===== config.mk =====
export PLATFORM = sky130hd
export DESIGN_NAME = chdie_dehash
export DESIGN_NICKNAME = d
export VERILOG_FILES = /design/src/rtl/dh_pkg.sv /design/src/rtl/dh_validate.sv /design/src/rtl/dh_step_hash.sv /design/src/rtl/chdie_dehash.sv
export SDC_FILE = /design/constraint.sdc
export NUM_CORES = 1
export LEC_CHECK = 0
export BUFFER_PORTS_ARGS = -buffer_cell sky130_fd_sc_hd__buf_4
export CORE_ASPECT_RATIO = 0.8
export CORE_MARGIN = 3
export CORE_UTILIZATION = 50
export DETAILED_ROUTE_END_ITERATION = 6
export GPL_ROUTABILITY_DRIVEN = 0
export PLACE_DENSITY_LB_ADDON = 0.08
export RECOVER_POWER = 100
export SLEW_MARGIN = 10
export SYNTH_ARGS = -nofsm -noshare
export SYNTH_HDL_FRONTEND = slang
export SYNTH_SLANG_ARGS = --single-unit

===== constraint.sdc =====
create_clock -name clk -period 15.7 [get_ports clk]
set_clock_uncertainty 0.15 [all_clocks]
set_input_delay 0 -clock clk [delete_from_list [all_inputs] [get_ports clk]]
set_output_delay 0 -clock clk [all_outputs]
set_load 0.01 [all_outputs]

===== src/rtl/dh_pkg.sv =====
package dh_pkg;
    localparam int ADDR_W      = 64;
    localparam int CH_CNT_W    = 7;
    localparam int DIE_CNT_W   = 3;
    localparam int SOCK_CNT_W  = 3;
    localparam int POS_W       = 6;
    localparam int CH_MAX_BITS = 5;
    localparam int DIE_MAX_BITS = 2;
    localparam int NCH_W       = $clog2(CH_MAX_BITS + 1);
    localparam int NDIE_W      = $clog2(DIE_MAX_BITS + 1);
    localparam int STEP_W      = $clog2(CH_MAX_BITS + DIE_MAX_BITS + 1);
    localparam int IDX_W       = $clog2(ADDR_W);

    localparam int REQ_POS     = 8;
    localparam int DIE_LIMIT   = 4;
    localparam int SOCK_LIMIT  = 1;

    localparam int CH_BASE     = 8;
    localparam int CH_JUMP_IDX = 4;
    localparam int CH_JUMP_BIT = 14;
    localparam int CH_4K_LAST  = 2;
    localparam int CH_4K       = 12;
    localparam int CH_64K      = 15;
    localparam int CH_2M       = 22;
    localparam int CH_1G       = 29;
    localparam int CH_1TA      = 36;
    localparam int CH_1TB      = 43;
    localparam int DIE_BASE    = 12;
    localparam int DIE_64K     = 20;
    localparam int DIE_2M      = 27;
    localparam int DIE_1G      = 34;
    localparam int DIE_1T      = 41;

    localparam logic [ADDR_W-1:0] TGT_MASK = ADDR_W'(64'h7F00);

    typedef struct packed {
        logic t1t;
        logic g1;
        logic m2;
        logic k64;
        logic k4;
    } hash_en_t;

    typedef enum logic {ST_IDLE = 1'b0, ST_RUN = 1'b1} dh_state_e;

    typedef struct packed {
        dh_state_e          st;
        logic [ADDR_W-1:0]  addr;
        logic [STEP_W-1:0]  step;
        logic [STEP_W-1:0]  last;
        logic [NCH_W-1:0]   nch;
        hash_en_t           en;
        logic               done;
        logic               err;
    } dh_regs_t;
endpackage


===== src/rtl/dh_validate.sv =====
module dh_validate
    import dh_pkg::*;
(
    input  logic [CH_CNT_W-1:0]   chan_cnt,
    input  logic [DIE_CNT_W-1:0]  die_cnt,
    input  logic [POS_W-1:0]      intlv_pos,
    input  logic [SOCK_CNT_W-1:0] sock_cnt,
    output logic                  bad,
    output logic [NCH_W-1:0]      nch,
    output logic [NDIE_W-1:0]     ndie
);
    logic ch_pow2, die_pow2;

    always_comb begin
        ch_pow2  = (chan_cnt != '0) && ((chan_cnt & (chan_cnt - 1'b1)) == '0);
        die_pow2 = (die_cnt  != '0) && ((die_cnt  & (die_cnt  - 1'b1)) == '0);
        nch  = '0;
        ndie = '0;
        for (int k = 0; k <= CH_MAX_BITS; k++) begin
            if (chan_cnt[k]) nch = NCH_W'(k);
        end
        for (int k = 0; k <= DIE_MAX_BITS; k++) begin
            if (die_cnt[k]) ndie = NDIE_W'(k);
        end
        bad = (intlv_pos != POS_W'(REQ_POS))
            || (die_cnt > DIE_CNT_W'(DIE_LIMIT))
            || (sock_cnt > SOCK_CNT_W'(SOCK_LIMIT))
            || (chan_cnt > CH_CNT_W'(1 << CH_MAX_BITS))
            || !ch_pow2 || !die_pow2;
    end
endmodule


===== src/rtl/dh_step_hash.sv =====
module dh_step_hash
    import dh_pkg::*;
(
    input  logic [ADDR_W-1:0] addr,
    input  logic [STEP_W-1:0] step,
    input  logic [NCH_W-1:0]  nch,
    input  hash_en_t          en,
    output logic [IDX_W-1:0]  tgt,
    output logic              flip
);
    function automatic logic bit_at(input logic [ADDR_W-1:0] a, input int pos);
        return a[pos[IDX_W-1:0]];
    endfunction

    int   idx;
    logic is_die;

    always_comb begin
        is_die = step >= STEP_W'(nch);
        flip   = 1'b0;
        if (!is_die) begin
            idx = int'(step);
            tgt = (idx == CH_JUMP_IDX) ? IDX_W'(CH_JUMP_BIT) : IDX_W'(CH_BASE + idx);
            if (en.k4 && idx <= CH_4K_LAST) flip ^= bit_at(addr, CH_4K + idx);
            if (en.k64) flip ^= bit_at(addr, CH_64K + idx);
            if (en.m2)  flip ^= bit_at(addr, CH_2M + idx);
            if (en.g1)  flip ^= bit_at(addr, CH_1G + idx);
            if (en.t1t) flip ^= bit_at(addr, CH_1TA + idx) ^ bit_at(addr, CH_1TB + idx);
        end else begin
            idx = int'(step) - int'(nch);
            tgt = IDX_W'(DIE_BASE + idx);
            if (en.k64) flip ^= bit_at(addr, DIE_64K + idx);
            if (en.m2)  flip ^= bit_at(addr, DIE_2M + idx);
            if (en.g1)  flip ^= bit_at(addr, DIE_1G + idx);
            if (en.t1t) flip ^= bit_at(addr, DIE_1T + idx);
        end
    end
endmodule


===== src/rtl/chdie_dehash.sv =====
module chdie_dehash
    import dh_pkg::*;
(
    input  logic                  clk,
    input  logic                  rst_n,
    input  logic                  start,
    input  logic [ADDR_W-1:0]     addr_in,
    input  logic [CH_CNT_W-1:0]   chan_cnt,
    input  logic [DIE_CNT_W-1:0]  die_cnt,
    input  logic [POS_W-1:0]      intlv_pos,
    input  logic [SOCK_CNT_W-1:0] sock_cnt,
    input  logic [4:0]            hash_en,
    output logic [ADDR_W-1:0]     addr_out,
    output logic                  done,
    output logic                  err
);
    dh_regs_t          q, d;
    logic              cfg_bad;
    logic [NCH_W-1:0]  cfg_nch;
    logic [NDIE_W-1:0] cfg_ndie;
    logic [STEP_W-1:0] cfg_total;
    logic [IDX_W-1:0]  step_tgt;
    logic              step_flip;

    dh_validate u_validate (
        .chan_cnt  (chan_cnt),
        .die_cnt   (die_cnt),
        .intlv_pos (intlv_pos),
        .sock_cnt  (sock_cnt),
        .bad       (cfg_bad),
        .nch       (cfg_nch),
        .ndie      (cfg_ndie)
    );

    dh_step_hash u_step (
        .addr (q.addr),
        .step (q.step),
        .nch  (q.nch),
        .en   (q.en),
        .tgt  (step_tgt),
        .flip (step_flip)
    );

    assign cfg_total = STEP_W'(cfg_nch) + STEP_W'(cfg_ndie);

    always_comb begin
        d      = q;
        d.done = 1'b0;
        d.err  = 1'b0;
        case (q.st)
            ST_IDLE: begin
                if (start) begin
                    d.addr = addr_in;
                    d.nch  = cfg_nch;
                    d.en   = hash_en_t'(hash_en);
                    d.step = '0;
                    d.last = cfg_total - 1'b1;
                    if (cfg_bad) begin
                        d.done = 1'b1;
                        d.err  = 1'b1;
                    end else if (cfg_total == '0) begin
                        d.done = 1'b1;
                    end else begin
                        d.st = ST_RUN;
                    end
                end
            end
            ST_RUN: begin
                d.addr = q.addr ^ (ADDR_W'(step_flip) << step_tgt);
                d.step = q.step + 1'b1;
                if (q.step == q.last) begin
                    d.st   = ST_IDLE;
                    d.done = 1'b1;
                end
            end
            default: d.st = ST_IDLE;
        endcase
    end

    always_ff @(posedge clk or negedge rst_n) begin
        if (!rst_n) q <= '0;
        else        q <= d;
    end

    assign addr_out = q.addr;
    assign done     = q.done;
    assign err      = q.err;

    assert_err_with_done_R1: assert property (@(posedge clk) disable iff (!rst_n)
        err |-> done);

    assert_reject_bad_cfg_R2: assert property (@(posedge clk) disable iff (!rst_n)
        (q.st == ST_IDLE && start && cfg_bad) |=> (done && err && addr_out == $past(addr_in)));

    assert_one_bit_per_cycle_R9: assert property (@(posedge clk) disable iff (!rst_n)
        (q.st == ST_RUN) |=> ($countones(addr_out ^ $past(addr_out)) <= 1));

    assert_only_select_bits_R8: assert property (@(posedge clk) disable iff (!rst_n)
        (q.st == ST_RUN) |=> (((addr_out ^ $past(addr_out)) & ~TGT_MASK) == '0));

    assert_done_single_pulse_R9: assert property (@(posedge clk) disable iff (!rst_n)
        (done && !start) |=> !done);

    assert_start_ignored_R10: assert property (@(posedge clk) disable iff (!rst_n)
        (q.st == ST_RUN && q.step != q.last) |=> (q.st == ST_RUN && $stable(q.en) && $stable(q.nch) && $stable(q.last)));
endmodule


Word level (Yosys, flattened, before mapping) --
Index checks and enable logic that the tools add are counted.
Word-level totals: output and inout bits 66, bits in registers 81, word-level logic and storage cells 135, input bits 91
Cells by class: mux-type cells 57, shift operators 1, add/sub/neg operators 18, reduce and logical (&&, ||, !) cells 16, bitwise logic cells 12, eq/ne operators 4, magnitude comparators 15
Operator list (count):
- $pmux 68 s2 | 1
- $mux 81 | 1
- $lt 6x7->1 const B | 10
- $shl 1x6->64 | 1
- $xor 64x64->64 | 1
- $bmux 1 s6 | 10
- $mux 1 | 37
- $add 6x6->6 const A | 4
- $add 4x3->5 const A | 3
- $add 5x3->6 const A | 2
- $add 6x3->6 const A | 2
- $mux 6 | 2
- $xor 1x1->1 | 8
- $and 7x7->7 | 1
- $gt 7x6->1 const B | 1
- $logic_not 7->1 | 1
- $reduce_bool 7->1 | 1
- $sub 7x1->7 const B | 1
- $add 5x6->6 const A | 1
- $logic_not 3->1 | 2
- $mux 2 | 3
- $mux 3 | 2
- $ne 6x4->1 const B | 1
- $sub 3x1->3 const B | 2
- 18 further kinds | 25

Logic depth before layout (Yosys ltp) --
depth in word-level cells 20, gate-level depth with buffers 26, depth with buffers taken out 20

Cells and area by module --
A second synthesis with hierarchy kept.
Unflattened totals: cell total of the unflattened synthesis 831, area, all modules 9271.4 sq um
Modules (own cells, without submodules):
- chdie_dehash | area each 5859.4 sq um, cells each 547, seq. area each 2026.9 sq um, times used 1
- dh_step_hash | area each 3275.6 sq um, cells each 263, seq. area each 0.0 sq um, times used 1
- dh_validate | area each 136.4 sq um, cells each 21, seq. area each 0.0 sq um, times used 1

Worst setup path after synthesis --
No wires, ideal clock.
path kind reg-to-reg, start reg q[13] in the netlist's numbering, end reg q (netlist bit addr_out[22]), path buffers 6, arrival time 5986 ps, clock period less this slack 6218 ps, data required time 15468 ps, cell stages (with the launch flop) 26, setup slack 9482 ps, library setup time 82 ps, cell sequence dfrtp_1 > buf_2 > buf_2 > buf_2 > clkinv_1 > ha_1 > inv_1 > fa_1 > inv_1 > fa_1 > buf_2 > clkinv_1 > ha_1 > inv_1 > ha_1 > buf_1 > mux4_2 > a2111oi_4 > a41oi_1 > o2111ai_1 > o31a_2 > xnor2_1 > xor3_2 > buf_6 > or4_1 > a31oi_1
On the way: longest elaborated chain between the ends 20, elaborated cells on any way between the ends 67, classes of those cells add/sub (13); order compare (2); eq/ne (1); shift (1); mux (40); bitwise (9); reduce/logical (1)
RTL lines:
- from (decl) | RTL line chdie_dehash.sv:17 | dh_regs_t q, d;
- from (signal assigned) | RTL line chdie_dehash.sv:81 | if (!rst_n) q <= '0;
- from (signal assigned) | RTL line chdie_dehash.sv:82 | else q <= d;
- branches (longest 17 deep; another with $add 6x6->6)
- $shl 1x6->64 * | RTL line chdie_dehash.sv:69 | d.addr = q.addr ^ (ADDR_W'(step_flip) << step_tgt);
- $xor 64x64->64 * | RTL line chdie_dehash.sv:69
- $pmux 68 s2 * | RTL line chdie_dehash.sv:50 | case (q.st)
Mark *: on every way between the ends. The select of a mux whose other input is x is not followed. A chain may end at the register's enable or synchronous reset.

Worst setup path after layout --
start reg q[13] in the netlist's numbering, end reg q (netlist bit addr_out[2])
The elaborated chain is that of the path after synthesis.

==> impl_metrics.py <==
metrics = {
    "outcome": {
        "outcome": "complete, but fails checks",
        "violations": "hold timing, capacitance limit, slew limit",
    },
    "cts": {
        "cts.clk_slew.worst_paths_ps": 60,
        "cts_setup_buffers": 0,
        "root_buffer": "clkbuf_16",
        "clockBufferDepth": 2,
        "cts.htree.levels": 3,
        "cts_hold_buffers": 77,
        "cts_resized": 0,
        "cts_tree": "yes",
        "cts_buffers": 9,
        "clock_latency_ps": 350,
        "cts_sinks": 81,
    },
    "timing": {
        "setup_slack_ps": 7720,
        "rsz0062_at_grt": "false",
        "hold_slack_ps": -3.25,
        "timing.setup.tns_ps": 0,
        "fmax_ghz": 0.125,
        "min_period_ps": 7980,
        "period_share": 0.508,
        "finalHoldViolations": 1,
        "worstMarginPinSlew_ps": 4490,
        "maxSlewViolCount": 262,
        "slew-limit-headroom": -2.00,
        "setup_viol": 0,
    },
    "min_path": {
        "hp-class": "in2reg",
        "hold_start": "addr_in[12]",
        "min_to": "addr_out[12]$_DFFE_PN0P_",
        "hold_path_depth": 5,
    },
    "drt": {
        "routed_wl_mm": 23.9,
        "antenna_left": 0,
        "post_drt_wl_per_cell_um": 21.5,
        "vias": 7180,
        "vias_per_cell": 6.47,
        "drt_iter0_markers": 850,
        "drc": 0,
        "drt_pass1_iterations": 5,
    },
    "synthesis": {
        "ys.flop_type": "dfrtp_1",
        "synth_enable_flop_cells": 0,
        "ys_ff_latch": 81,
        "synthArstFlopShare": 1.00,
        "synth.net_count": 883,
        "syn_avg_cell_area_um2": 10.7,
        "seq_area_frac_synth": 0.248,
        "ys_types": 58,
        "syn_inst": 763,
        "syn_area_um2": 8180,
        "yosysWarningCount": 0,
    },
    "die": {
        "rows": 41,
        "die_w_um": 149,
        "die_y_um": 120,
        "core_area_um2": 15900,
        "die_area_um2": 17900,
        "start_util": 0.514,
        "io_pins": 157,
    },
    "finish": {
        "n_antenna_cell": 0,
        "area_delta_synth_final_pct": 18.6,
        "mostFrequentLayoutCells": "93 x buf_4, 85 x mux4_2, 81 x dfrtp_1",
        "layout_commonest_cell": "buf_4",
        "drive_gt1_frac": 0.277,
        "final_core_util": 0.610,
        "nets": 1011,
        "fill_cells": 1357,
    },
    "run": {
        "maxCapViolations": 4,
    },
    "place": {
        "post-place-ws_ps": 8420,
        "io_buffers": 155,
        "place_hpwl_mm": 16.2,
    },
    "power_and_ir_drop": {
        "p_switching_w": 0.000390,
        "clock_power_share": 0.224,
        "swShare": 0.414,
        "p_seq_frac": 0.292,
        "internal_power_w": 0.000551,
        "peakVddDrop_mv": 0.0830,
        "power_density_nw_per_um2": 97.0,
        "p_comb_frac": 0.484,
        "p_leak_nw": 3.73,
    },
    "setup_path": {
        "cp.required_ps": 15790,
        "crit_type": "reg2reg",
        "critPathLaunchType": "register",
        "rrSetupSlack_ps": 7720,
        "cp.arrival_ps": 8070,
        "r2r_cells": 18,
        "r2r_end": "addr_out[2]$_DFFE_PN0P_",
        "end_kind": "register",
        "path_max_fanout": 64,
        "r2r-start": "q[13]$_DFFE_PN0P_",
    },
    "global_routing": {
        "grt_usage": 0.267,
        "grt_max_degree": 82,
        "grt_pass1_wl_mm": 37.9,
        "grt_pass1_vias": 6998,
        "grt_antenna_before_repair": 0,
        "grt-ovfl-total": 0,
    },
}
[layer usage]
layer  wire (µm)  global-route usage
met3        2370              0.0697
met5           0                   0
met4         233              0.0503
met1       10300               0.391
met2       11100               0.406
[cells by family (layout without fill, tap and decap cells)]
family	count (synthesis)	in the layout	share of synthesized area
AOI/OAI and AO/OA	149	149	0.129
buffers and inverters	147	279	0.105
xor gates and xnor gates	16	16	0.0217
adders and majority gates	30	30	0.0484
DFF	81	81	0.248
and+or+nand+nor	183	183	0.119
muxes	157	157	0.329
[worst max-delay path, cell delays in order (launching register included)]
cell	delay (ps)
dfrtp_1	350
clkinv_1	330
ha_1	350
inv_1	70
fa_1	160
inv_1	60
fa_1	870
clkinv_1	540
ha_1	1040
mux4_2	600
and2_1	170
a211oi_1	210
a21oi_1	110
o2111ai_1	250
o31a_2	190
xnor2_1	140
xor3_1	1670
o21ai_0	310
a31oi_1	260
[sequential cells by signal, summed over array words and instances (netlist names)]
signal,count
q,15
done,1
addr_out,64
err,1
[final cells by class]
cell class,count,area [µm²],share of cell area
clock inverter,5,57.6,0.00593
tap,215,269,0.0277
timing repair buffer,238,1720,0.178
inverter,26,97.6,0.0101
sequential,81,2030,0.209
clock buffer,10,229,0.0236
multi-input combinational,535,5300,0.546
[synthesized netlist by cell type, types with 10 or more instances]
master | count | area (µm²)
nand3_1 | 15 | 75.1
nor2b_1 | 23 | 144
a211oi_1 | 22 | 165
buf_2 | 14 | 70.1
mux2_2 | 47 | 529
o31ai_1 | 27 | 203
o21ai_0 | 24 | 120
a31oi_1 | 28 | 175
a21oi_1 | 10 | 50.1
buf_4 | 67 | 503
nor2_1 | 35 | 131
clkbuf_1 | 27 | 101
dfrtp_1 | 81 | 2030
mux4_2 | 85 | 1910
mux2i_1 | 25 | 250
ha_1 | 26 | 325
nand2_1 | 37 | 139
inv_1 | 21 | 78.8
nor3_1 | 13 | 65.1
or4_1 | 22 | 165
[worst max-delay path by stage]
| stage | startpoint | to | slack [ps] | depth (start not counted) |
|---|---|---|---|---|
| after floorplan | q[13]$_DFFE_PN0P_ | addr_out[22]$_DFFE_PN0P_ | 9480 | 25 |
| after global placement | q[13]$_DFFE_PN0P_ | addr_out[17]$_DFFE_PN0P_ | 8490 | 16 |
| after detailed placement | q[13]$_DFFE_PN0P_ | addr_out[1]$_DFFE_PN0P_ | 8420 | 18 |
| after CTS | q[13]$_DFFE_PN0P_ | addr_out[1]$_DFFE_PN0P_ | 8380 | 18 |
| after global routing | q[13]$_DFFE_PN0P_ | addr_out[0]$_DFFE_PN0P_ | 7120 | 18 |
| final | q[13]$_DFFE_PN0P_ | addr_out[2]$_DFFE_PN0P_ | 7720 | 18 |
[power groups by stage]
stage | Clock, W | Combinational, W | Sequential [W]
finish | 0.000211 | 0.000456 | 0.000275
global placement | 0 | 0.000440 | 0.000275
CTS | 0.000217 | 0.000467 | 0.000273
global route | 0.000222 | 0.000496 | 0.000278
floorplan | 0 | 0.000384 | 0.000257
detailed placement | 0 | 0.000450 | 0.000277
[per-stage QoR]
| stage | power [W] | std cells | instance area (µm²) |
|---|---|---|---|
| finish | 0.000941 | 1110 | 9700 |
| global route | 0.000996 | 1110 | 9700 |
| CTS | 0.000958 | 1110 | 9960 |
| detailed placement | 0.000727 | 1018 | 8900 |
| global placement | 0.000715 | 1018 | 8900 |
| floorplan | 0.000641 | 763 | 8180 |
Power figures use the tool's default switching activity.
